--- src/rtl/cbs_shaper_pkg.sv ---
// Shared types and constants for the two-class credit shaper.
// Assumes exactly two shaped classes; index 0 is the most urgent.
package cbs_shaper_pkg;

    localparam int N_CLS  = 2;
    localparam int BW_W   = 7;
    localparam int UNIT_W = 8;
    localparam int PROD_W = BW_W + UNIT_W;
    localparam logic [BW_W-1:0] FULL_PCT = 7'd100;

    typedef enum logic [2:0] {
        SPD_10M  = 3'd0,
        SPD_100M = 3'd1,
        SPD_1G   = 3'd2,
        SPD_2G5  = 3'd3
    } spd_code_e;

    typedef struct packed {
        logic            en;
        logic [BW_W-1:0] bw;
    } cls_cfg_t;

    // Per-cycle step unit for a speed code; unknown codes act as 10 Mb/s.
    function automatic logic [UNIT_W-1:0] unit_of(input logic [2:0] code);
        case (code)
            SPD_100M: unit_of = 8'd10;
            SPD_1G:   unit_of = 8'd100;
            SPD_2G5:  unit_of = 8'd250;
            default:  unit_of = 8'd1;
        endcase
    endfunction

endpackage

--- src/rtl/cbs_rate_sel.sv ---
// Speed decoder: turns the link speed code into the credit step unit.
// Assumes the code is stable around clock edges; purely combinational.
module cbs_rate_sel
    import cbs_shaper_pkg::*;
(
    input  logic [2:0]        spd_sel,
    output logic [UNIT_W-1:0] unit_o
);

    // Map the code to a unit, with a fallback for unlisted codes.
    always_comb begin
        unit_o = unit_of(spd_sel);
    end

endmodule

--- src/rtl/cbs_cfg_regs.sv ---
// Configuration store for both shaped classes.
// Checks each write against the share-sum and enable-order rules, commits
// only legal writes, and pulses a refusal flag for one cycle otherwise.
// Assumes the write fields are valid whenever wr_i is high.
module cbs_cfg_regs
    import cbs_shaper_pkg::*;
#(
    parameter int HI_W = 23
) (
    input  logic                       clk,
    input  logic                       rst_n,
    input  logic                       wr_i,
    input  logic                       cls_i,
    input  logic                       en_i,
    input  logic [BW_W-1:0]            bw_i,
    input  logic [HI_W-1:0]            hi_i,
    output cls_cfg_t [N_CLS-1:0]       cfg_o,
    output logic [N_CLS-1:0][HI_W-1:0] hi_o,
    output logic                       rej_o
);

    localparam int SUM_W = BW_W + 1;

    cls_cfg_t [N_CLS-1:0]       cfg_q;
    logic [N_CLS-1:0][HI_W-1:0] hi_q;
    logic                       rej_q;
    logic                       other;
    logic [SUM_W-1:0]           share_sum;
    logic                       refuse;

    // Judge the pending write against the current settings.
    always_comb begin
        other     = ~cls_i;
        share_sum = {1'b0, bw_i} + (cfg_q[other].en ? {1'b0, cfg_q[other].bw} : '0);
        refuse    = 1'b0;
        if (en_i) begin
            if (cls_i && !cfg_q[0].en) begin
                refuse = 1'b1;
            end else if (share_sum >= SUM_W'(FULL_PCT)) begin
                refuse = 1'b1;
            end
        end else if (!cls_i && cfg_q[1].en) begin
            refuse = 1'b1;
        end
    end

    // Commit legal writes and record refusals.
    always_ff @(posedge clk) begin
        if (!rst_n) begin
            cfg_q <= '0;
            hi_q  <= '0;
            rej_q <= 1'b0;
        end else begin
            rej_q <= wr_i && refuse;
            if (wr_i && !refuse) begin
                if (en_i) begin
                    cfg_q[cls_i].en <= 1'b1;
                    cfg_q[cls_i].bw <= bw_i;
                    hi_q[cls_i]     <= hi_i;
                end else begin
                    cfg_q[cls_i] <= '0;
                    hi_q[cls_i]  <= '0;
                end
            end
        end
    end

    assign cfg_o = cfg_q;
    assign hi_o  = hi_q;
    assign rej_o = rej_q;


    share_limit_chk: assert property (@(posedge clk) disable iff (!rst_n)
        (cfg_q[0].en && cfg_q[1].en) |->
            (({1'b0, cfg_q[0].bw} + {1'b0, cfg_q[1].bw}) < SUM_W'(FULL_PCT)));


    enable_order_chk: assert property (@(posedge clk) disable iff (!rst_n)
        cfg_q[1].en |-> cfg_q[0].en);


    refused_no_change_chk: assert property (@(posedge clk) disable iff (!rst_n)
        rej_q |-> ($stable(cfg_q) && $stable(hi_q)));


    refusal_pulse_chk: assert property (@(posedge clk) disable iff (!rst_n)
        (wr_i && refuse) |=> rej_q);

endmodule

--- src/rtl/cbs_credit.sv ---
// Credit counter for one shaped class.
// Rises by share*unit while waiting, falls by (100-share)*unit while sending,
// snaps to zero from above when the queue drains, and is held to the ceiling.
// Assumes share < 100 whenever enabled (the configuration unit enforces it).
module cbs_credit
    import cbs_shaper_pkg::*;
#(
    parameter int CRED_W = 24,
    parameter int HI_W   = 23
) (
    input  logic                     clk,
    input  logic                     rst_n,
    input  logic                     en_i,
    input  logic [BW_W-1:0]          bw_i,
    input  logic [HI_W-1:0]          hi_i,
    input  logic [UNIT_W-1:0]        unit_i,
    input  logic                     q_ne_i,
    input  logic                     tx_i,
    output logic signed [CRED_W-1:0] cred_o
);

    localparam int XW = CRED_W + 2;

    logic signed [CRED_W-1:0] cred_q;
    logic [PROD_W-1:0]        up_p;
    logic [PROD_W-1:0]        dn_p;
    logic signed [XW-1:0]     cur_x;
    logic signed [XW-1:0]     up_x;
    logic signed [XW-1:0]     dn_x;
    logic signed [XW-1:0]     hi_x;
    logic signed [XW-1:0]     min_x;
    logic signed [XW-1:0]     nxt_x;

    // Form the idle and send steps and extend everything to guard width.
    always_comb begin
        up_p  = {{UNIT_W{1'b0}}, bw_i} * {{BW_W{1'b0}}, unit_i};
        dn_p  = {{UNIT_W{1'b0}}, FULL_PCT - bw_i} * {{BW_W{1'b0}}, unit_i};
        cur_x = XW'(cred_q);
        up_x  = $signed({{(XW - PROD_W){1'b0}}, up_p});
        dn_x  = $signed({{(XW - PROD_W){1'b0}}, dn_p});
        hi_x  = $signed({{(XW - HI_W){1'b0}}, hi_i});
        min_x = $signed({{(XW - CRED_W + 1){1'b1}}, {(CRED_W - 1){1'b0}}});
    end

    // Choose the next credit from the class activity, then apply limits.
    always_comb begin
        if (!en_i) begin
            nxt_x = '0;
        end else if (tx_i) begin
            nxt_x = cur_x - dn_x;
            if (nxt_x < min_x) begin
                nxt_x = min_x;
            end
        end else if (q_ne_i) begin
            nxt_x = cur_x + up_x;
        end else if (cur_x > 0) begin
            nxt_x = '0;
        end else begin
            nxt_x = cur_x + up_x;
            if (nxt_x > 0) begin
                nxt_x = '0;
            end
        end
        if (en_i && (nxt_x > hi_x)) begin
            nxt_x = hi_x;
        end
    end

    // Hold the credit state.
    always_ff @(posedge clk) begin
        if (!rst_n) begin
            cred_q <= '0;
        end else begin
            cred_q <= nxt_x[CRED_W-1:0];
        end
    end

    assign cred_o = cred_q;


    ceiling_chk: assert property (@(posedge clk) disable iff (!rst_n)
        en_i |=> ($signed({cred_q[CRED_W-1], cred_q}) <= $signed({1'b0, $past(hi_i)})));


    send_drop_chk: assert property (@(posedge clk) disable iff (!rst_n)
        (en_i && tx_i) |=> (cred_q <= $past(cred_q)));


    drain_zero_chk: assert property (@(posedge clk) disable iff (!rst_n)
        (en_i && !tx_i && !q_ne_i && (cred_q > 0)) |=> (cred_q == '0));


    disabled_zero_chk: assert property (@(posedge clk) disable iff (!rst_n)
        !en_i |=> (cred_q == '0));

endmodule

--- src/rtl/cbs_tc_shaper.sv ---
// Top of the two-class credit shaper.
// Joins the speed decoder, the configuration store and one credit counter
// per class, and forms the per-class eligibility for the frame scheduler.
// Assumes a synchronous active-low reset and known inputs at each edge.
module cbs_tc_shaper
    import cbs_shaper_pkg::*;
#(
    parameter int CRED_W = 24,
    localparam int HI_W  = CRED_W - 1
) (
    input  logic                    clk,
    input  logic                    rst_n,
    input  logic [2:0]              spd_sel,
    input  logic                    cfg_wr,
    input  logic                    cfg_cls,
    input  logic                    cfg_en,
    input  logic [6:0]              cfg_bw,
    input  logic [HI_W-1:0]         cfg_hi,
    output logic                    cfg_rej,
    input  logic [1:0]              q_ne,
    input  logic [1:0]              tx_act,
    output logic [1:0]              elig_o,
    output logic [2*CRED_W-1:0]     credit_o
);

    logic [UNIT_W-1:0]          unit;
    cls_cfg_t [N_CLS-1:0]       cfg;
    logic [N_CLS-1:0][HI_W-1:0] hi;

    cbs_rate_sel u_rate (
        .spd_sel (spd_sel),
        .unit_o  (unit)
    );

    cbs_cfg_regs #(
        .HI_W (HI_W)
    ) u_cfg (
        .clk   (clk),
        .rst_n (rst_n),
        .wr_i  (cfg_wr),
        .cls_i (cfg_cls),
        .en_i  (cfg_en),
        .bw_i  (cfg_bw),
        .hi_i  (cfg_hi),
        .cfg_o (cfg),
        .hi_o  (hi),
        .rej_o (cfg_rej)
    );

    for (genvar c = 0; c < N_CLS; c++) begin : g_cls
        logic signed [CRED_W-1:0] cred;

        cbs_credit #(
            .CRED_W (CRED_W),
            .HI_W   (HI_W)
        ) u_credit (
            .clk    (clk),
            .rst_n  (rst_n),
            .en_i   (cfg[c].en),
            .bw_i   (cfg[c].bw),
            .hi_i   (hi[c]),
            .unit_i (unit),
            .q_ne_i (q_ne[c]),
            .tx_i   (tx_act[c]),
            .cred_o (cred)
        );

        // Permit a start when unshaped, or when waiting with non-negative credit.
        always_comb begin
            elig_o[c] = !cfg[c].en || (q_ne[c] && !cred[CRED_W-1]);
        end

        assign credit_o[c*CRED_W +: CRED_W] = cred;


        empty_block_chk: assert property (@(posedge clk) disable iff (!rst_n)
            (cfg[c].en && !q_ne[c]) |-> !elig_o[c]);


        unshaped_pass_chk: assert property (@(posedge clk) disable iff (!rst_n)
            !cfg[c].en |-> elig_o[c]);
    end

endmodule

--- config.mk ---
export PLATFORM = sky130hd
export DESIGN_NAME = cbs_tc_shaper
export DESIGN_NICKNAME = d
export VERILOG_FILES = /design/src/rtl/cbs_shaper_pkg.sv /design/src/rtl/cbs_rate_sel.sv /design/src/rtl/cbs_cfg_regs.sv /design/src/rtl/cbs_credit.sv /design/src/rtl/cbs_tc_shaper.sv
export SDC_FILE = /design/constraint.sdc
export NUM_CORES = 1
export LEC_CHECK = 0
export BUFFER_PORTS_ARGS = -buffer_cell sky130_fd_sc_hd__buf_2
export CORE_MARGIN = 8
export CORE_UTILIZATION = 55
export CTS_BUF_LIST = sky130_fd_sc_hd__clkbuf_2 sky130_fd_sc_hd__clkbuf_4 sky130_fd_sc_hd__clkbuf_8
export DETAILED_ROUTE_END_ITERATION = 10
export MAX_ROUTING_LAYER = met4
export PLACE_DENSITY = 0.77
export SYNTH_ARGS = -nofsm -noshare
export SYNTH_HDL_FRONTEND = slang
export SYNTH_HIERARCHICAL = 1
export SYNTH_SLANG_ARGS = --single-unit
--- constraint.sdc ---
create_clock -name clk -period 18.91 [get_ports clk]
set_clock_uncertainty 0.15 [all_clocks]
set_input_delay 2.8365 -clock clk [delete_from_list [all_inputs] [get_ports clk]]
set_output_delay 2.8365 -clock clk [all_outputs]
set_load 0.02 [all_outputs]
# After elaboration in Yosys (flattened, before gate mapping)
# Cells that the tools add are included.
[totals] regBits=111 inputBits=42 output_inout_bits=51 elab_cells=97
[classes] addsub=7 mul=4 order_cmp=12 n_eq_ne=3 mux=35 bitwise_logic=6 n_reduce_logical=19
[op_table] operator="2-to-1 mux 26 bit" n=12
[op_table] operator="2-to-1 mux 23 bit" n=3
[op_table] operator="multiplier 7 x 8 -> 15 bit" n=4
[op_table] operator="greater-than comparator 26 x 24 -> 1 bit" n=2
[op_table] operator="less-than comparator 26 x 24 -> 1 bit, second input constant" n=2
[op_table] operator="adder 24 x 16 -> 25 bit" n=2
[op_table] operator="greater-than comparator 25 x 1 -> 1 bit, second input constant" n=2
[op_table] operator="subtractor 24 x 16 -> 25 bit" n=2
[op_table] operator="greater-than comparator 24 x 1 -> 1 bit, second input constant" n=2
[op_table] operator="bitwise AND 46 bit" n=1
[op_table] operator="bitwise mux 46 bit" n=1
[op_table] operator="2-to-1 mux 46 bit" n=1
[op_table] operator="inverter 46 bit" n=1
[op_table] operator="bitwise mux 16 bit" n=2
[op_table] operator="2-to-1 mux 8 bit" n=4
[op_table] operator="demux 8 bit (select 1 bit)" n=3
[op_table] operator="one-hot mux 8 bit (3 select lines)" n=1
[op_table] operator="demux 23 bit (select 1 bit)" n=1
[op_table] operator="bitwise AND 16 bit" n=1
[op_table] operator="2-to-1 mux 16 bit" n=1
[op_table] operator="inverter 16 bit" n=1
[op_table] operator="2-to-1 mux 7 bit" n=2
[op_table] operator="subtractor 7 bit, first input constant" n=2
[op_table] operator="logical AND 1 bit" n=9
[op_table] operator="11 further kinds" n=24

# Longest topological paths before layout
# Gate-level depths: netlist of the first run.
[logic_depth] depth_word=13 depth_mapped=47 ltp_nobuf=44

# Hierarchy
# The synthesis of the first run kept the hierarchy.
[by_module_without_submodules] module="cbs_credit at g_cls[1].u_credit" instances=1 cells_per_inst=1019 area_each_um2=8046.5
[by_module_without_submodules] module="cbs_credit at g_cls[0].u_credit" instances=1 cells_per_inst=999 area_each_um2=7846.3
[by_module_without_submodules] module="cbs_cfg_regs" instances=1 cells_per_inst=312 area_each_um2=2992.9
[by_module_without_submodules] module="cbs_rate_sel" instances=1 cells_per_inst=8 area_each_um2=58.8
[by_module_without_submodules] module="cbs_tc_shaper" instances=1 cells_per_inst=4 area_each_um2=25.0

# Least setup slack after synthesis of the first run
# OpenSTA, ideal clock, no wires.
[synth_timing] path_kind="in2reg" startpoint="in spd_sel[0]" endpoint="reg g_cls[1].u_credit.cred_q[10]" setup_time_ns=0.115 arrival_ns=11.849 required_ns=18.645 path_slack_ns=6.795 stages=39 n_path_buf=4 path_cell_list="nor3b_1 clkbuf_1 nand2_1 fa_1 fa_1 inv_1 fa_1 inv_1 fa_1 inv_1 ha_1 a21oi_1 nand2b_1 a21boi_0 o31a_1 o41ai_1 xnor2_1 ha_1 (+3 left out) or4b_1 and4_1 o211ai_1 nor4_2 nor2_2 buf_6 nor2_1 ha_1 nand4_1 nor3_1 nand3_1 a21oi_1 o21ai_0 a221o_1 a221oi_2 nor2_1 clkbuf_1 a31o_1"
[synth_between] elab_chain_cells=13
[synth_rtl] element="from (decl)" line_no="cbs_tc_shaper.sv:13" rtl="input logic [2:0] spd_sel,"
[synth_rtl] element="== test 3 x 2 -> 1 bit or == test 3 x 1 -> 1 bit (tied branches)" line_no="cbs_shaper_pkg.sv:25" rtl="case (code)"
[synth_rtl] element="one-hot mux 8 bit (3 select lines) *" line_no="cbs_shaper_pkg.sv:25"
[synth_rtl] element="multiplier 7 x 8 -> 15 bit" line_no="cbs_credit.sv:36" rtl="up_p = {{UNIT_W{1'b0}}, bw_i} * {{BW_W{1'b0}}, unit_i};"
[synth_rtl] element="adder 24 x 16 -> 25 bit" line_no="cbs_credit.sv:55, cbs_credit.sv:59"
[synth_rtl] element="greater-than comparator 25 x 1 -> 1 bit" line_no="cbs_credit.sv:60" rtl="if (nxt_x > 0) begin"
[synth_rtl] element="2-to-1 mux 26 bit" line_no="cbs_credit.sv:60"
[synth_rtl] element="2-to-1 mux 26 bit" line_no="cbs_credit.sv:56" rtl="end else if (cur_x > 0) begin"
[synth_rtl] element="2-to-1 mux 26 bit" line_no="cbs_credit.sv:54" rtl="end else if (q_ne_i) begin"
[synth_rtl] element="2-to-1 mux 26 bit *" line_no="cbs_credit.sv:49" rtl="end else if (tx_i) begin"
[synth_rtl] element="2-to-1 mux 26 bit *" line_no="cbs_credit.sv:47" rtl="if (!en_i) begin"
[synth_rtl] element="greater-than comparator 26 x 24 -> 1 bit" line_no="cbs_credit.sv:64" rtl="if (en_i && (nxt_x > hi_x)) begin"
[synth_rtl] element="logical AND 1 bit" line_no="cbs_credit.sv:64"
[synth_rtl] element="2-to-1 mux 23 bit *" line_no="cbs_credit.sv:64"
[synth_rtl] element="to (signal assigned)" line_no="cbs_credit.sv:74" rtl="cred_q <= nxt_x[CRED_W-1:0];"
[synth_rtl] element="to (decl)" line_no="cbs_credit.sv:24" rtl="logic signed [CRED_W-1:0] cred_q;"
# Mark *: on every way between the ends. The rest lies on a longest branch, timed or not.
# A chain may end at the register's enable or synchronous reset.

# Final worst setup path of the first run
[layout_timing] startpoint="in spd_sel[2]" endpoint="reg g_cls[1].u_credit.cred_q[0]"
[layout_between] elab_chain_cells=13
[layout_rtl] element="== test 3 x 2 -> 1 bit or == test 3 x 1 -> 1 bit (tied branches)" line_no="cbs_shaper_pkg.sv:25"
[layout_rtl] element="one-hot mux 8 bit (3 select lines) *" line_no="cbs_shaper_pkg.sv:25"
[layout_rtl] element="via unit[4]" line_no="cbs_tc_shaper.sv:26" rtl="logic [UNIT_W-1:0] unit;"
[layout_rtl] element="multiplier 7 x 8 -> 15 bit" line_no="cbs_credit.sv:36"
[layout_rtl] element="adder 24 x 16 -> 25 bit" line_no="cbs_credit.sv:55, cbs_credit.sv:59"
[layout_rtl] element="greater-than comparator 25 x 1 -> 1 bit" line_no="cbs_credit.sv:60"
[layout_rtl] element="2-to-1 mux 26 bit" line_no="cbs_credit.sv:60"
[layout_rtl] element="2-to-1 mux 26 bit" line_no="cbs_credit.sv:56"
[layout_rtl] element="2-to-1 mux 26 bit" line_no="cbs_credit.sv:54"
[layout_rtl] element="2-to-1 mux 26 bit *" line_no="cbs_credit.sv:49"
[layout_rtl] element="2-to-1 mux 26 bit *" line_no="cbs_credit.sv:47"
[layout_rtl] element="greater-than comparator 26 x 24 -> 1 bit" line_no="cbs_credit.sv:64"
[layout_rtl] element="logical AND 1 bit" line_no="cbs_credit.sv:64"
[layout_rtl] element="2-to-1 mux 23 bit *" line_no="cbs_credit.sv:64"
# The timed path passes the listed nets; every way through them passes the cells marked *.

==> qor.csv, run 1 <==
stage;metric;value;unit
status;status;finished clean;
global_route;pin count of the biggest net entering global routing;63;
clocking;H-tree levels;3;
critical_path;Top delay family on crit path;compound AO/OA/AOI/OAI gates;
route;Total Wirelength;52.51;mm
logic_synthesis;ys flop type;dfxtp_1;
sta;Slew Limit Fails;0;
logic_synthesis;Mapped Area;18970;µm²
logic_synthesis;XOR/XNOR share of the synthesized area;4.756;%
critical_path;critical path startpoint category;primary input;
clocking;postcts setup bufs;0;
sta;RSZ-0062 raised after global routing;false;
global_route;first-pass GRT wire length;84.88;mm
global_route;vias in the first global route;16320;
clocking;clock tree sinks;111;
min_path;Min-Delay Path Class;reg -> reg;
sta;minimum clock period;13.06;ns
logic_synthesis;Synth Instances;2342;
clocking;CTS root buf;clkbuf_8;
die;Top-Level Pins;93;
sta;Rel. slew slack;13.11;%
route;routed wl met3;2.981;mm
final_layout;Final Util;57.17;%
route;DR top layer;met4;
power_and_ir_drop;maximum VDD drop;0.05027;mV
global_route;initial antenna violation count;3;
global_route;total congestion overflow;0;
critical_path;Worst path max stage delay;0.82;ns
die;total die area;40690;µm²
final_layout;NumNets Final;2750;
logic_synthesis;Synthesized Nets;2752;
clocking;worst skew pair latency;0.40;ns
logic_synthesis;number of synthesized flops with an enable pin;0;
logic_synthesis;Avg Cell Area, Syn;8.100;µm²
clocking;Clock Pin Slew Worst Setup and Hold Paths;0.10;ns
die;number of cell rows;68;
logic_synthesis;largest family of logic cells by synthesized area;adder cells;
route;drt drc;0;
logic_synthesis;fraction of registers with async set/reset;0;%
power_and_ir_drop;Leakage;9.663;nW
critical_path;arrival time at the worst endpoint;13.26;ns
critical_path;crit path max-delay cell type;nor2_1;
run;Max Cap Viol;0;
logic_synthesis;area share of fa/ha/maj cells after synthesis;29.06;%
sta;Slew @ Worst Pin;1.303;ns
route;M1 WL;23.18;mm
route;Starting DRT DRC Count;1270;
critical_path;Crit Path Max Fanout;52;
logic_synthesis;Synth Register Bits;111;
logic_synthesis;Synth Warn #;6;
logic_synthesis;Compound-Gate Fraction of Synth Area;20.66;%
clocking;clk buf depth;2;
route;WL met2;24.45;mm
critical_path;crit path kind;in -> reg;
logic_synthesis;unique cell type count in the Yosys netlist;108;
placed_design;IO Port Bufs;92;
sta;final worst-path cycle share;69.08;%
logic_synthesis;post-synthesis sequential area ratio;11.71;%
route;drt wl/cell;18.75;µm
die;Core Area;34290;µm²
logic_synthesis;area share of and/or/nand/nor cells after synthesis;21.09;%
critical_path;required time of the worst setup path;19.11;ns
sta;Peak Freq;76.55;MHz
final_layout;Area Growth Syn to Fin;3.331;%
sta;final setup fails;0;
die;die width;201.7;µm
power_and_ir_drop;power per cell area;39.76;nW/µm²
clocking;cts repair resizes;0;
sta;Final Hold Fails;0;
placed_design;hpwl dp;42.41;mm
critical_path;CP endpoint kind;flop;
final_layout;layout cells sized above 1;9.048;%
final_layout;Filler Cells Inserted;3166;
sta;Fin Setup TNS;0;ns
die;Die Ht;201.7;µm
global_route;GRT Overall Usage;25.99;%
die;Initial Utilization;55.32;%
route;vias per cell;5.991;
critical_path;WP buf/inv;7;
clocking;hold buffers post-CTS;0;
route;Pre-antenna DRT Iters;6;
route;Post-DRT Antenna Nets;0;
logic_synthesis;mux contribution to synthesized area;3.707;%
route;DR vias;16780;
clocking;TritonCTS clock tree;built;
clocking;CTS Buf Count;9;
placed_design;RePlAce Congestion;0.9588;
-- metrics by stage --
stage	total power, mW	hold slack [ns]	cells	area, µm²	setup slack (ns)
after global placement	0.6152	0.3175	2784	19390	5.897
after global routing	0.8312	0.3619	2801	19600	5.193
after floorplan	0.5341	0.3000	2342	18970	6.795
after detailed placement	0.6236	0.3245	2784	19390	5.582
final	0.7794	0.3412	2801	19600	5.847
after CTS	0.7798	0.3420	2798	19590	5.990
-- where the power goes --
part	total, mW	internal (mW)	switching [mW]
clock network	0.155	0.0736	0.0813
registers	0.254	0.240	0.0138
logic	0.371	0.143	0.228
total	0.779	0.456	0.323
-- path summary, 6_finish.rpt --
check	startpoint	end	slack [ns]	cells after the start
setup reg to reg	u_cfg/cfg_o[8]	g_cls[1].u_credit/cred_o[0]	7.68	41
setup / recovery	spd_sel[2]	g_cls[1].u_credit/cred_o[0]	5.85	41
hold / removal	u_cfg/hi_o[9]	u_cfg/hi_o[9]	0.34	2
hold reg to reg	u_cfg/hi_o[9]	u_cfg/hi_o[9]	0.34	2
-- state kept, by name, indices dropped and copies added (netlist names) --
name and cells:
g_cls.u_credit/cred_o 48, u_cfg/hi_o 46, u_cfg/cfg_o 16, u_cfg/rej_o 1
-- cell usage in the layout, fill, tap and decap left out, types with 14 or more instances in the layout --
| cell type | Yosys | final |
|---|---|---|
| ha_1 | 247 | 247 |
| mux2i_1 | 68 | 68 |
| nor2b_1 | 36 | 34 |
| xor2_1 | 33 | 33 |
| and2_1 | 155 | 155 |
| o31ai_2 | 19 | 19 |
| nor3_1 | 39 | 39 |
| fa_1 | 121 | 121 |
| nand2b_1 | 20 | 20 |
| nand3_1 | 35 | 35 |
| nand2_1 | 265 | 265 |
| buf_2 | 21 | 91 |
| dfxtp_1 | 111 | 111 |
| nand4_1 | 23 | 23 |
| nor2_1 | 136 | 136 |
| o211a_1 | 20 | 20 |
| a21o_1 | 35 | 35 |
| inv_1 | 262 | 262 |
| o21a_1 | 22 | 22 |
| buf_4 | 7 | 14 |
| o211ai_1 | 22 | 22 |
| o21ai_0 | 93 | 93 |
| xnor2_1 | 70 | 70 |
| a211o_1 | 29 | 29 |
| a21oi_1 | 111 | 111 |
-- final cells by class --
class	instances	area, µm²	area share (%)
inverter	262	983.4	5.017
antenna	3	7.507	0.03830
clock buffer	9	123.9	0.6319
clock inverter	5	82.58	0.4213
tap	455	569.3	2.904
sequential	111	2222	11.34
multi-input combinational	1851	15050	76.79
timing repair buffer	105	560.5	2.860
-- metal layers --
| layer | up-vias | global-route usage [%] |
|---|---|---|
| met4 | 0 | 9.366 |
| met1 | 8077 | 33.09 |
| met3 | 105 | 3.377 |
| met2 | 558 | 41.93 |
| li1 | 8041 | - |
| met5 | - | - |
-- synth_stat cells, types with 29 or more instances --
master	number	area [µm²]
nor3_1	39	195.2
nand2_1	265	994.7
inv_1	262	983.4
a21o_1	35	262.8
a211o_1	29	254.0
xnor2_1	70	613.1
fa_1	121	2422
nor2_1	136	510.5
nor2b_1	36	225.2
and2_1	155	969.7
clkbuf_1	56	210.2
ha_1	247	3090
o21ai_0	93	465.5
xor2_1	33	289.0
dfxtp_1	111	2222
a21oi_1	111	555.5
mux2i_1	68	680.7
nand3_1	35	175.2
-- worst reg2reg max path: cells and delay by family, from the launching register on --
family | cells | cell delay (ns)
compound gates | 14 | 3.43
fa+ha+maj | 8 | 3.25
simple gates | 11 | 2.35
xor+xnor | 2 | 0.85
flops | 1 | 0.61
buf+inv | 6 | 0.56
-- cells by family after synthesis --
logic type / after synthesis
AO/OA/AOI/OAI: 521
adder cells (fa/ha/maj): 368
AND/OR/NAND/NOR: 789
multiplexers: 70
XOR/XNOR: 103
buffers and inverters: 380
flip-flops: 111
Power figures use the tool's default switching activity.
==> run 2, diff against run 1 <==
Clock period 18.91 ns to 13.1 ns, I/O delays scaled along.
==> run 2 against run 1 <==
Against the previous run:
- utilization up 0.19 points
- sequential share of layout area about the same
- non-clock buffer count grew 6
- clock power is 54% higher
- register-to-register slack worse by 5.9 ns
- sequential cell count unchanged
- combinational power grew 44%
- final area grew 0.34%
- largest cell class unchanged
- largest power group unchanged
==> qor.csv, run 2 (same netlist as run 1, synthesis figures left out) <==
stage;metric;value;unit
status;status;finished clean;
min_path;Min-Delay Path Class;reg -> reg;
critical_path;required time of the worst setup path;13.24;ns
global_route;first-pass GRT wire length;85.91;mm
placed_design;RePlAce Congestion;0.9791;
global_route;GRT Overall Usage;26.24;%
route;Total Wirelength;53.29;mm
final_layout;commonest non-fill, non-tap cell in the layout;nand2_1;
critical_path;Crit Path Max Fanout;22;
sta;Rel. slew slack;30.29;%
placed_design;pre-CTS WS;0.7121;ns
final_layout;max reg flops;48;
critical_path;crit path max-delay cell type;a221oi_2;
clocking;postcts setup bufs;0;
sta;RSZ-0062 raised after global routing;false;
placed_design;Inst Count DP;2790;
sta;final setup margin;0.9691;ns
power_and_ir_drop;maximum VDD drop;0.05728;mV
placed_design;hpwl dp;43.14;mm
final_layout;commonest non-fill, non-tap cells in the layout;nand2_1, inv_1, ha_1;
global_route;total congestion overflow;0;
die;Initial Utilization;55.32;%
sta;Final Hold Fails;0;
clocking;clk buf depth;2;
route;vias per cell;6.019;
critical_path;Worst path max stage delay;0.65;ns
critical_path;WP buf/inv;2;
clocking;Clock Pin Slew Worst Setup and Hold Paths;0.11;ns
sta;Slew Limit Fails;0;
route;Pre-antenna DRT Iters;7;
route;DR vias;16910;
power_and_ir_drop;power per cell area;57.96;nW/µm²
route;drt drc;0;
critical_path;CP endpoint kind;flop;
die;total die area;40690;µm²
final_layout;design area;19670;µm²
sta;final worst-path cycle share;92.60;%
clocking;TritonCTS clock tree;built;
clocking;H-tree levels;3;
critical_path;Register-to-Register Path Depth;42;
critical_path;critical path startpoint category;primary input;
sta;Peak Freq;82.43;MHz
run;Max Cap Viol;0;
critical_path;Crit path depth;38;
die;Top-Level Pins;93;
die;die width;201.7;µm
critical_path;CP most frequent cell;ha_1;
power_and_ir_drop;post-layout power;1.140;mW
placed_design;IO Port Bufs;92;
critical_path;worst r2r src;u_cfg/cfg_o[8];
critical_path;Top delay family on crit path;compound AO/OA/AOI/OAI gates;
clocking;worst skew pair latency;0.39;ns
clocking;cts repair resizes;0;
die;Core Area;34290;µm²
min_path;Worst Hold Depth;2;
sta;final setup fails;0;
critical_path;crit path kind;in -> reg;
route;Starting DRT DRC Count;1195;
die;number of cell rows;68;
sta;Slew @ Worst Pin;1.042;ns
clocking;clock tree sinks;111;
sta;Fin Setup TNS;0;ns
route;drt wl/cell;18.97;µm
global_route;vias in the first global route;16650;
min_path;min-delay src;u_cfg/hi_o[13];
clocking;CTS Buf Count;9;
power_and_ir_drop;Leakage;9.707;nW
final_layout;Area Growth Syn to Fin;3.680;%
clocking;hold buffers post-CTS;0;
final_layout;non-filler instance count after layout;2809;
die;Die Ht;201.7;µm
clocking;CTS root buf;clkbuf_8;
placed_design;Post-DP Area;19430;µm²
global_route;pin count of the biggest net entering global routing;63;
sta;minimum clock period;12.13;ns
final_layout;NumNets Final;2756;
route;Post-DRT Antenna Nets;0;
global_route;initial antenna violation count;3;
critical_path;CP Launch Point;spd_sel[0];
final_layout;layout cells sized above 1;9.358;%
critical_path;arrival time at the worst endpoint;12.27;ns
==> run 2: cell types whose count changed in the layout (fill, tap and decap cells not counted) <==
cell,delta
clkinv_2,+1
buf_4,+6
inv_8,+1
clkbuf_8,+1
clkinv_4,-1
==> run 2: tightest hold or removal path: stages (launching register included) <==
cell	delay, ns
dfxtp_1	0.33
nand2_1	0.06
mux2i_1	0.06
==> run 2: final timing paths <==
check / to / slack, ns
setup reg to reg: g_cls[1].u_credit/cred_o[0] / 1.73
hold / removal: u_cfg/hi_o[13] / 0.34
hold reg to reg: u_cfg/hi_o[13] / 0.34
setup / recovery: g_cls[1].u_credit/cred_o[0] / 0.97
==> run 2: per-stage QoR <==
stage               utilization (%)  hold WS [ns]
global route                  57.36        0.3510
CTS                           57.34        0.3388
detailed placement            56.67        0.3229
finish                        57.36        0.3391
global placement              56.67        0.3146
floorplan                         -        0.3000
==> run 2: layer usage <==
metal  global-route usage [%]  routed length, µm  up-vias
met3                    3.200               2750      134
met5                        -                  0        -
met1                    32.85              23240     8201
li1                         -                  -     8062
met2                    42.24              24800      511
met4                    11.48               2503        0
==> run 2: cell type report <==
cell class | instances | area (µm²)
well taps | 455 | 569.3
clock inverters | 6 | 90.09
diodes | 3 | 7.507
multi-input cells | 1851 | 15050
fillers | 3207 | 14620
inverters | 262 | 983.4
clock buffers | 10 | 137.6
repair buffers | 111 | 605.6
flip-flops and latches | 111 | 2222
==> run 2: power breakdown <==
group	internal [mW]	switching, mW	total, mW
sequential	0.346	0.0194	0.366
clock	0.114	0.125	0.239
combinational	0.206	0.329	0.535
